<file path="src/rtl/mrf_pkg.sv">
// Package: shared types and storage layout constants for the banked register file.
// Assumes architectural register numbers are 4 bits (r0..r15).
package mrf_pkg;

    localparam int ARCH_REGS    = 16;
    localparam int ARCH_W       = 4;
    localparam int MODE_W       = 5;
    localparam int FIQ_FIRST    = 8;            // first register privately banked for fast interrupt
    localparam int FIQ_COUNT    = 7;            // r8..r14
    localparam int PRIV_FIRST   = 13;           // first register banked for other exception modes
    localparam int PRIV_COUNT   = 2;            // r13, r14
    localparam int PRIV_MODES   = 4;            // irq, svc, abt, und
    localparam int FIQ_BASE     = ARCH_REGS;                    // 16
    localparam int PRIV_BASE    = FIQ_BASE + FIQ_COUNT;         // 23
    localparam int GPR_PHYS     = PRIV_BASE + PRIV_MODES * PRIV_COUNT; // 31
    localparam int PSR_SLOTS    = PRIV_MODES + 1;               // 5
    localparam int PHYS_W       = $clog2(GPR_PHYS);

    localparam logic [MODE_W-1:0] MODE_USR = 5'h10;
    localparam logic [MODE_W-1:0] MODE_FIQ = 5'h11;
    localparam logic [MODE_W-1:0] MODE_IRQ = 5'h12;
    localparam logic [MODE_W-1:0] MODE_SVC = 5'h13;
    localparam logic [MODE_W-1:0] MODE_ABT = 5'h17;
    localparam logic [MODE_W-1:0] MODE_UND = 5'h1B;
    localparam logic [MODE_W-1:0] MODE_SYS = 5'h1F;

    // Bank classes; the order from BANK_FIQ onward is the saved-status slot order.
    typedef enum logic [2:0] {
        BANK_USR = 3'd0,
        BANK_FIQ = 3'd1,
        BANK_IRQ = 3'd2,
        BANK_SVC = 3'd3,
        BANK_ABT = 3'd4,
        BANK_UND = 3'd5
    } bank_e;

endpackage

</file>
<file path="src/rtl/mrf_mode_decode.sv">
// Module: mrf_mode_decode
// Turns the 5-bit mode code into a bank class. System mode and every
// undefined code fold onto the user bank. Purely combinational.
module mrf_mode_decode
    import mrf_pkg::*;
(
    input  logic [MODE_W-1:0] mode_i,
    output bank_e             bank_o
);

    // Map the mode code onto the bank class it uses.
    always_comb begin
        unique case (mode_i)
            MODE_FIQ: bank_o = BANK_FIQ;
            MODE_IRQ: bank_o = BANK_IRQ;
            MODE_SVC: bank_o = BANK_SVC;
            MODE_ABT: bank_o = BANK_ABT;
            MODE_UND: bank_o = BANK_UND;
            default:  bank_o = BANK_USR;   // user, system and undefined codes
        endcase
    end

endmodule

</file>
<file path="src/rtl/mrf_addr_map.sv">
// Module: mrf_addr_map
// Translates an architectural register number plus bank class into a
// physical slot index. Slots 0..15 are the base set, 16..22 the
// fast-interrupt r8..r14, then pairs of r13/r14 for irq, svc, abt, und.
module mrf_addr_map
    import mrf_pkg::*;
(
    input  bank_e             bank_i,
    input  logic [ARCH_W-1:0] arch_i,
    output logic [PHYS_W-1:0] phys_o
);

    logic fiq_range;
    logic priv_range;

    // Classify the architectural number against the banked windows.
    always_comb begin
        fiq_range  = (int'(arch_i) >= FIQ_FIRST)  && (int'(arch_i) < FIQ_FIRST + FIQ_COUNT);
        priv_range = (int'(arch_i) >= PRIV_FIRST) && (int'(arch_i) < PRIV_FIRST + PRIV_COUNT);
    end

    // Select base, fast-interrupt or exception-private slot.
    always_comb begin
        phys_o = PHYS_W'(arch_i);
        if (bank_i == BANK_FIQ && fiq_range) begin
            phys_o = PHYS_W'(FIQ_BASE + int'(arch_i) - FIQ_FIRST);
        end else if (bank_i != BANK_USR && bank_i != BANK_FIQ && priv_range) begin
            phys_o = PHYS_W'(PRIV_BASE
                             + (int'(bank_i) - int'(BANK_IRQ)) * PRIV_COUNT
                             + int'(arch_i) - PRIV_FIRST);
        end
    end

endmodule

</file>
<file path="src/rtl/mrf_gpr_array.sv">
// Module: mrf_gpr_array
// Physical general register storage: NRD combinational read ports, one
// write port, synchronous active-low clear. No write-to-read bypass.
module mrf_gpr_array #(
    parameter int DATA_W = 32,
    parameter int DEPTH  = 31,
    parameter int NRD    = 2,
    localparam int IDX_W = $clog2(DEPTH)
) (
    input  logic                         clk,
    input  logic                         rst_n,
    input  logic [NRD-1:0][IDX_W-1:0]    rd_idx,
    output logic [NRD-1:0][DATA_W-1:0]   rd_data,
    input  logic                         wr_en,
    input  logic [IDX_W-1:0]             wr_idx,
    input  logic [DATA_W-1:0]            wr_data
);

    logic [DEPTH-1:0][DATA_W-1:0] mem;

    // Clear on reset, otherwise store the write data into its slot.
    always_ff @(posedge clk) begin
        if (!rst_n) begin
            mem <= '0;
        end else if (wr_en && int'(wr_idx) < DEPTH) begin
            mem[wr_idx] <= wr_data;
        end
    end

    // One combinational mux per read port.
    for (genvar p = 0; p < NRD; p++) begin : g_rd
        always_comb begin
            rd_data[p] = (int'(rd_idx[p]) < DEPTH) ? mem[rd_idx[p]] : '0;
        end
    end

    // the written slot holds the written value one edge later.
    p_write_lands_r9: assert property (@(posedge clk) disable iff (!rst_n)
        (wr_en && int'(wr_idx) < DEPTH) |=> (mem[$past(wr_idx)] == $past(wr_data)));

    // without a write, storage does not change.
    p_hold_r9: assert property (@(posedge clk) disable iff (!rst_n)
        !wr_en |=> $stable(mem));

    // leaving reset, all storage is zero.
    p_reset_zero_r8: assert property (@(posedge clk) disable iff (!rst_n)
        $rose(rst_n) |-> (mem == '0));

endmodule

</file>
<file path="src/rtl/mrf_spsr_bank.sv">
// Module: mrf_spsr_bank
// Saved status words, one per exception bank. In the user bank the read
// returns zero and writes are dropped.
module mrf_spsr_bank
    import mrf_pkg::*;
#(
    parameter int DATA_W = 32,
    localparam int SLOT_W = $clog2(PSR_SLOTS)
) (
    input  logic              clk,
    input  logic              rst_n,
    input  bank_e             bank_i,
    input  logic              wr_en,
    input  logic [DATA_W-1:0] wr_data,
    output logic [DATA_W-1:0] rd_data
);

    logic [PSR_SLOTS-1:0][DATA_W-1:0] store;
    logic                             has_slot;
    logic [SLOT_W-1:0]                slot;

    // Derive the slot number from the bank class.
    always_comb begin
        has_slot = (bank_i != BANK_USR);
        slot     = has_slot ? SLOT_W'(int'(bank_i) - int'(BANK_FIQ)) : '0;
    end

    // Clear on reset, otherwise write the current bank's slot.
    always_ff @(posedge clk) begin
        if (!rst_n) begin
            store <= '0;
        end else if (wr_en && has_slot) begin
            store[slot] <= wr_data;
        end
    end

    // Present the current bank's word, or zero without a slot.
    always_comb begin
        rd_data = has_slot ? store[slot] : '0;
    end

    // the user bank reads as zero.
    p_usr_psr_zero_r7: assert property (@(posedge clk) disable iff (!rst_n)
        (bank_i == BANK_USR) |-> (rd_data == '0));

    // a write in the user bank leaves every word untouched.
    p_usr_psr_kept_r7: assert property (@(posedge clk) disable iff (!rst_n)
        (bank_i == BANK_USR) |=> $stable(store));

    // a write in an exception bank reads back next cycle in that bank.
    p_psr_write_r6: assert property (@(posedge clk) disable iff (!rst_n)
        (wr_en && has_slot) |=> (store[$past(slot)] == $past(wr_data)));

endmodule

</file>
<file path="src/rtl/mrf_banked_regfile.sv">
// Module: mrf_banked_regfile (top)
// Mode-banked register file: two read ports, one write port and a saved
// status port, all steered by the current mode. Assumes the mode input is
// stable for the whole cycle; no data moves on a mode change.
module mrf_banked_regfile
    import mrf_pkg::*;
#(
    parameter int DATA_W = 32
) (
    input  logic              clk,
    input  logic              rst_n,
    input  logic [4:0]        mode_i,
    input  logic [3:0]        rd_a_addr,
    output logic [DATA_W-1:0] rd_a_data,
    input  logic [3:0]        rd_b_addr,
    output logic [DATA_W-1:0] rd_b_data,
    input  logic              wr_en,
    input  logic [3:0]        wr_addr,
    input  logic [DATA_W-1:0] wr_data,
    input  logic              psr_wr_en,
    input  logic [DATA_W-1:0] psr_wr_data,
    output logic [DATA_W-1:0] psr_rd_data
);

    localparam int NRD   = 2;
    localparam int NMAP  = NRD + 1;   // read ports then the write port

    bank_e                           bank;
    logic [NMAP-1:0][ARCH_W-1:0]     arch_idx;
    logic [NMAP-1:0][PHYS_W-1:0]     phys_idx;
    logic [NRD-1:0][PHYS_W-1:0]      rd_idx;
    logic [NRD-1:0][DATA_W-1:0]      rd_data;

    mrf_mode_decode u_decode (
        .mode_i (mode_i),
        .bank_o (bank)
    );

    // Gather the architectural addresses of all ports.
    always_comb begin
        arch_idx[0] = rd_a_addr;
        arch_idx[1] = rd_b_addr;
        arch_idx[2] = wr_addr;
    end

    for (genvar m = 0; m < NMAP; m++) begin : g_map
        mrf_addr_map u_map (
            .bank_i (bank),
            .arch_i (arch_idx[m]),
            .phys_o (phys_idx[m])
        );
    end

    // Route mapped read indices into the array.
    always_comb begin
        for (int p = 0; p < NRD; p++) begin
            rd_idx[p] = phys_idx[p];
        end
    end

    mrf_gpr_array #(
        .DATA_W (DATA_W),
        .DEPTH  (GPR_PHYS),
        .NRD    (NRD)
    ) u_gpr (
        .clk     (clk),
        .rst_n   (rst_n),
        .rd_idx  (rd_idx),
        .rd_data (rd_data),
        .wr_en   (wr_en),
        .wr_idx  (phys_idx[NRD]),
        .wr_data (wr_data)
    );

    mrf_spsr_bank #(
        .DATA_W (DATA_W)
    ) u_spsr (
        .clk     (clk),
        .rst_n   (rst_n),
        .bank_i  (bank),
        .wr_en   (psr_wr_en),
        .wr_data (psr_wr_data),
        .rd_data (psr_rd_data)
    );

    // Drive the read data ports.
    always_comb begin
        rd_a_data = rd_data[0];
        rd_b_data = rd_data[1];
    end

    // r15 always reaches the shared slot, whatever the mode.
    p_r15_shared_r2: assert property (@(posedge clk) disable iff (!rst_n)
        (rd_a_addr == 4'd15) |-> (phys_idx[0] == PHYS_W'(15)));

    // fast-interrupt writes to r8..r14 land only in the private window.
    p_fiq_private_r3: assert property (@(posedge clk) disable iff (!rst_n)
        (mode_i == MODE_FIQ && wr_addr >= 4'd8 && wr_addr <= 4'd14)
        |-> (phys_idx[NRD] >= PHYS_W'(FIQ_BASE) && phys_idx[NRD] < PHYS_W'(PRIV_BASE)));

    // system and undefined codes never reach a banked slot.
    p_sys_user_r5: assert property (@(posedge clk) disable iff (!rst_n)
        (bank == BANK_USR) |-> (phys_idx[NRD] < PHYS_W'(ARCH_REGS)));

endmodule

</file>
<file path="config.mk">
export PLATFORM = sky130hd
export DESIGN_NAME = mrf_banked_regfile
export DESIGN_NICKNAME = d
export VERILOG_FILES = /design/src/rtl/mrf_pkg.sv /design/src/rtl/mrf_mode_decode.sv /design/src/rtl/mrf_addr_map.sv /design/src/rtl/mrf_gpr_array.sv /design/src/rtl/mrf_spsr_bank.sv /design/src/rtl/mrf_banked_regfile.sv
export SDC_FILE = /design/constraint.sdc
export NUM_CORES = 2
export LEC_CHECK = 0
export BUFFER_PORTS_ARGS = -buffer_cell sky130_fd_sc_hd__buf_2
export CORE_UTILIZATION = 57
export DETAILED_ROUTE_END_ITERATION = 10
export GPL_ROUTABILITY_DRIVEN = 0
export MAX_ROUTING_LAYER = met4
export PLACE_DENSITY = 0.85
export SLEW_MARGIN = 15
export SYNTH_ARGS = -nofsm -noshare
export SYNTH_HDL_FRONTEND = slang
export SYNTH_HIERARCHICAL = 1
export SYNTH_SLANG_ARGS = --single-unit
export TNS_END_PERCENT = 30
</file>
<file path="constraint.sdc">
create_clock -name clk -period 4.7 [get_ports clk]
set_input_delay 0.705 -clock clk [delete_from_list [all_inputs] [get_ports clk]]
set_output_delay 0.705 -clock clk [all_outputs]
set_load 0.005 [all_outputs]
</file>
==> impl.org <==
** Yosys
- Top flip-flop cell by instance count after synthesis :: sky130_fd_sc_hd__dfxtp_1
- Share of flip-flops with an asynchronous set or reset after synthesis :: 0
- After synthesis, the netlist uses 55 different library cells.
- Synthesis Warnings :: 6
- Net count after synthesis :: 6830
- The synthesized design contains 0 enable-type register cells.
- Post-Synthesis Mean Instance Area :: 9.09 um2
- The synthesized netlist occupies a cell area of 0.0611 mm2.
- The synthesized design contains 1152 register bits.
- After technology mapping, the gate count stands at 6727.
- Register area share after synthesis :: 0.377

** Detailed routing
- The detail route stage leaves a number of antenna-violating nets equal to 0.
- Total detailed-routing wirelength :: 239 mm
- Number of vias in the routed layout :: 59041
- Dividing the detail-routed wire length by the instance count gives 28.6 um.
- Number of violations reported at the end of detailed-routing iteration 0 :: 10284
- Detailed-route vias per instance :: 7.05
- The first TritonRoute pass finished after 10 iterations.
- Post-route DRC violation count :: 0

** Final layout
- For this run, the number of standard cells in the final layout without fillers is 8370.
- From synthesis to final layout, the design area changed by 18.7%.
- In the final layout, flip-flops and latches occupy 0.0231 mm2.
- Top library cells by usage in the layout, fill and taps aside :: sky130_fd_sc_hd__nand2_1, sky130_fd_sc_hd__dfxtp_1, sky130_fd_sc_hd__a21boi_0
- After filler insertion, the fill cell instance count of the layout stands at 6757.
- Footprint of the multi-input gates :: 0.0361 mm2
- Fraction of layout cells with a size suffix above 1 :: 0.236
- For this run, the post-layout net count is 6971.
- Most common library cell in the layout ignoring fill and taps :: sky130_fd_sc_hd__nand2_1

** Worst setup path
- Startpoint of the lowest-slack register-to-register path :: u_gpr/mem[980]
- R2r setup slk :: 3.81 ns
- Cell at the slowest stage of the critical path :: sky130_fd_sc_hd__nor4_4
- Biggest fanout along the worst timing path :: 7
- Walking the worst path, the cells encountered are buf_12 -> xnor2_4 -> nor3b_4 -> buf_4 -> buf_6 -> and4bb_2 -> nor4_4 -> mux2i_4 -> buf_12 -> buf_12 -> buf_12 -> buf_4 -> buf_4 -> mux4_2 -> mux2i_1 -> buf_4 -> o22a_1 -> o211ai_1 -> buf_2.
- In this design, the stage delay of the slowest critical-path cell is 0.32 ns.
- Worst path buffer plus inverter count :: 10
- Crit. End Element :: primary output
- At the worst endpoint, the required time is 3.99 ns.
- The worst setup path is launched from an input port.
- The critical path is of the input port to primary output type.
- CP Data Arrival Time :: 4.40 ns
- The kind of cell with the highest combined delay along the critical path is buffers and inverters.
- In this run the critical register-to-register path is captured at u_gpr/mem[980].
- For the worst flop-to-flop path, the logic depth is 2.

** Power and ir drop
- Reported leakage power :: 24.6 nW
- Cell-internal power :: 16.4 mW
- Proportion of power drawn by the clock network :: 0.445
- Combinational power share :: 0.106
- Of the total power, the share spent switching nets is 0.257.
- Switching pwr :: 5.67 mW
- Dividing total power by cell area gives a power density of 304 mW/mm2.
- Post-layout total power :: 22.0 mW
- The share of total power dissipated in sequential elements is 0.449.
- Worst IR Drop VDD :: 0.000324 V

** Job
- Count of maximum capacitance violations :: 0

** Global routing
- Met2 track utilization from global routing :: 0.598
- Wire length of the first global-routing pass :: 340 mm
- All-layer global routing usage :: 0.423
- Summed over all layers, the global routing overflow is 0.
- Entering global routing, the biggest net connects 152 pins.
- The via count of the first global-routing pass came to 56717.
- The initial antenna violation count was 12.
- In the global route stage, met1 resource usage came out at 0.482.
- Most heavily used metal layer in global routing :: met2
- GRT met3 Usage :: 0.143

** Place
- IO Port Bufs :: 180
- Number of placed instances, taps included :: 8059
- The HPWL after detailed placement is 138 mm.

** Clock network
- Buffers inserted during clock tree synthesis total 118.
- CTS placed an instance of sky130_fd_sc_hd__clkbuf_16 at the clock tree root.
- The H-tree generated during clock tree synthesis spans 3 levels.
- Clock-pin slew was measured on the worst setup and hold paths at 0.06 ns.
- The clock reaches the later pin of the worst-skew pair after 0.79 ns.
- The clock net in this run drives a total of 1152 sinks.
- TritonCTS clock tree :: done
- The longest clock path from root to sink contains 3 buffers.

** Outcome
- Result of the run :: finished, violations left
- Failing checks :: setup timing

** Floorplan
- Vertical die dimension :: 330 um
- Starting utilization of the core area :: 0.578
- The die covers 0.109 mm2.
- Number of top-level design ports :: 181
- Area inside the core boundary :: 0.106 mm2
- From left edge to right edge, the die measures 330 um.
- Number of rows in the core area :: 119

** Timing
- Slew Viols, Final :: 0
- Across the routed clock network, the largest skew measured is 0 ns.
- Final Hold Fails :: 0
- Final hold analysis gives a worst-case slack of 0.221 ns.
- Setup violators final :: 64
- After layout, the worst setup slack is -0.408 ns.
- Subtracting the final worst setup slack from the clock period gives 5.11 ns.
- Period utilisation layout :: 1.09
- For the pin with the worst max-slew slack, the measured transition is 1.17 ns.
- RSZ-0062 raised after global routing :: true
- Timing would allow up to 196 MHz.
- Total Negative Setup Slacks :: -16.61 ns
- Headroom to the max-slew limit came out at 0.222.

** Hold path
- The min-delay analysis places its worst path in the category input port to flop.
- Hold path endpoint :: u_spsr/store[132]
- Hold Crit Depth :: 3
- The worst hold path begins at psr_wr_data[4].
## stage by stage
stage | setup slack [ns] | instance area (um2) | util
6_report | -0.408 | 72600 | 0.685
5_1_grt | -0.410 | 72500 | 0.685
4_1_cts | -0.336 | 71100 | 0.672
3_5_place_dp | -0.616 | 66300 | 0.626
3_3_place_gp | -0.496 | 66300 | 0.626
2_1_floorplan | 0.0152 | 61200 | -
## how the worst max path moves through the flow
stage	to	slack [ns]	start	cells past startpoint
floorplan	rd_b_data[10]	0.02	mode_i[3]	13
global placement	rd_a_data[21]	-0.50	mode_i[2]	16
detailed placement	rd_a_data[0]	-0.62	mode_i[2]	15
CTS	rd_a_data[27]	-0.34	mode_i[2]	16
global route	rd_a_data[14]	-0.41	mode_i[2]	17
finish	rd_b_data[6]	-0.41	mode_i[2]	19
## routing by layer
metal	routed length [um]	share of wire	vias up
met2	99200	0.41	5665
li1	-	-	23626
met3	39500	0.17	2108
met1	74800	0.31	27642
met5	0	0	-
met4	25700	0.11	0
## power groups by stage
| stage | Sequential, mW | Combinational (mW) | Clock (mW) |
|---|---|---|---|
| final | 9.90 | 2.33 | 9.81 |
| after global routing | 9.90 | 2.35 | 10.2 |
| after CTS | 9.89 | 2.04 | 9.72 |
| after detailed placement | 10.1 | 1.96 | 0 |
| after global placement | 10.1 | 1.93 | 0 |
| after floorplan | 10.1 | 1.20 | 0 |
## flip-flops by register name (all words and copies together), names as in the netlist
name	cells
u_gpr/mem	992
u_spsr/store	160
## logic make-up after synthesis
kind of cell,Yosys count,share of synthesized area
xor+xnor,7,0.00100
flops,1152,0.377
compound gates,1481,0.185
fa+ha+maj,18,0.00442
mux,714,0.209
buf+inv,746,0.0533
simple gates,2609,0.170
## worst register-to-register path: stages, from the launching register on
cell and delay, ns:
sky130_fd_sc_hd__dfxtp_1 0.38, sky130_fd_sc_hd__nand2_1 0.09, sky130_fd_sc_hd__a21boi_0 0.31
## cell usage after synthesis (8+ instances only)
master | number | share of area
sky130_fd_sc_hd__o22ai_2 | 20 | 0.0041
sky130_fd_sc_hd__mux4_2 | 442 | 0.16
sky130_fd_sc_hd__o21ai_0 | 26 | 0.0021
sky130_fd_sc_hd__dfxtp_1 | 1152 | 0.38
sky130_fd_sc_hd__or2_2 | 11 | 0.0011
sky130_fd_sc_hd__a22oi_1 | 9 | 0.0011
sky130_fd_sc_hd__o221ai_1 | 87 | 0.012
sky130_fd_sc_hd__o22ai_1 | 21 | 0.0021
sky130_fd_sc_hd__buf_4 | 37 | 0.0045
sky130_fd_sc_hd__nor2b_1 | 41 | 0.0042
sky130_fd_sc_hd__nand2b_1 | 47 | 0.0048
sky130_fd_sc_hd__o32a_1 | 32 | 0.0052
sky130_fd_sc_hd__o211ai_1 | 32 | 0.0039
sky130_fd_sc_hd__inv_1 | 53 | 0.0033
sky130_fd_sc_hd__and4bb_2 | 8 | 0.0016
sky130_fd_sc_hd__clkbuf_1 | 452 | 0.028
sky130_fd_sc_hd__buf_1 | 47 | 0.0029
sky130_fd_sc_hd__mux2_2 | 79 | 0.015
sky130_fd_sc_hd__o2111ai_1 | 32 | 0.0046
sky130_fd_sc_hd__nand2_1 | 2367 | 0.15
sky130_fd_sc_hd__nor2_1 | 79 | 0.0049
sky130_fd_sc_hd__o22a_1 | 18 | 0.0026
sky130_fd_sc_hd__buf_2 | 137 | 0.011
sky130_fd_sc_hd__and2_1 | 10 | 0.0010
sky130_fd_sc_hd__mux2i_1 | 193 | 0.032
sky130_fd_sc_hd__a21oi_1 | 33 | 0.0027
sky130_fd_sc_hd__ha_1 | 12 | 0.0025
sky130_fd_sc_hd__a21boi_0 | 964 | 0.12
sky130_fd_sc_hd__buf_6 | 20 | 0.0037
sky130_fd_sc_hd__a21boi_1 | 188 | 0.023
## what timing repair did
action	4_1_cts	5_1_grt
pin swaps	16	46
gates resized for setup	140	128
hold buffers	0	0
endpoints found under the setup margin	64	64
cloned	1	11
endpoints found under the hold margin	0	0
setup buffers	3	70
## area by class of cell
class	count	area share
Timing Repair Buffer	712	0.102
Multi-Input combinational cell	4831	0.497
Clock inverter	44	0.00857
Antenna cell	17	0.000586
Sequential cell	1152	0.318
Clock buffer	170	0.0463
Tap cell	1391	0.0240
Inverter	53	0.00278
Note: power is estimated with default switching activity, not from simulation.
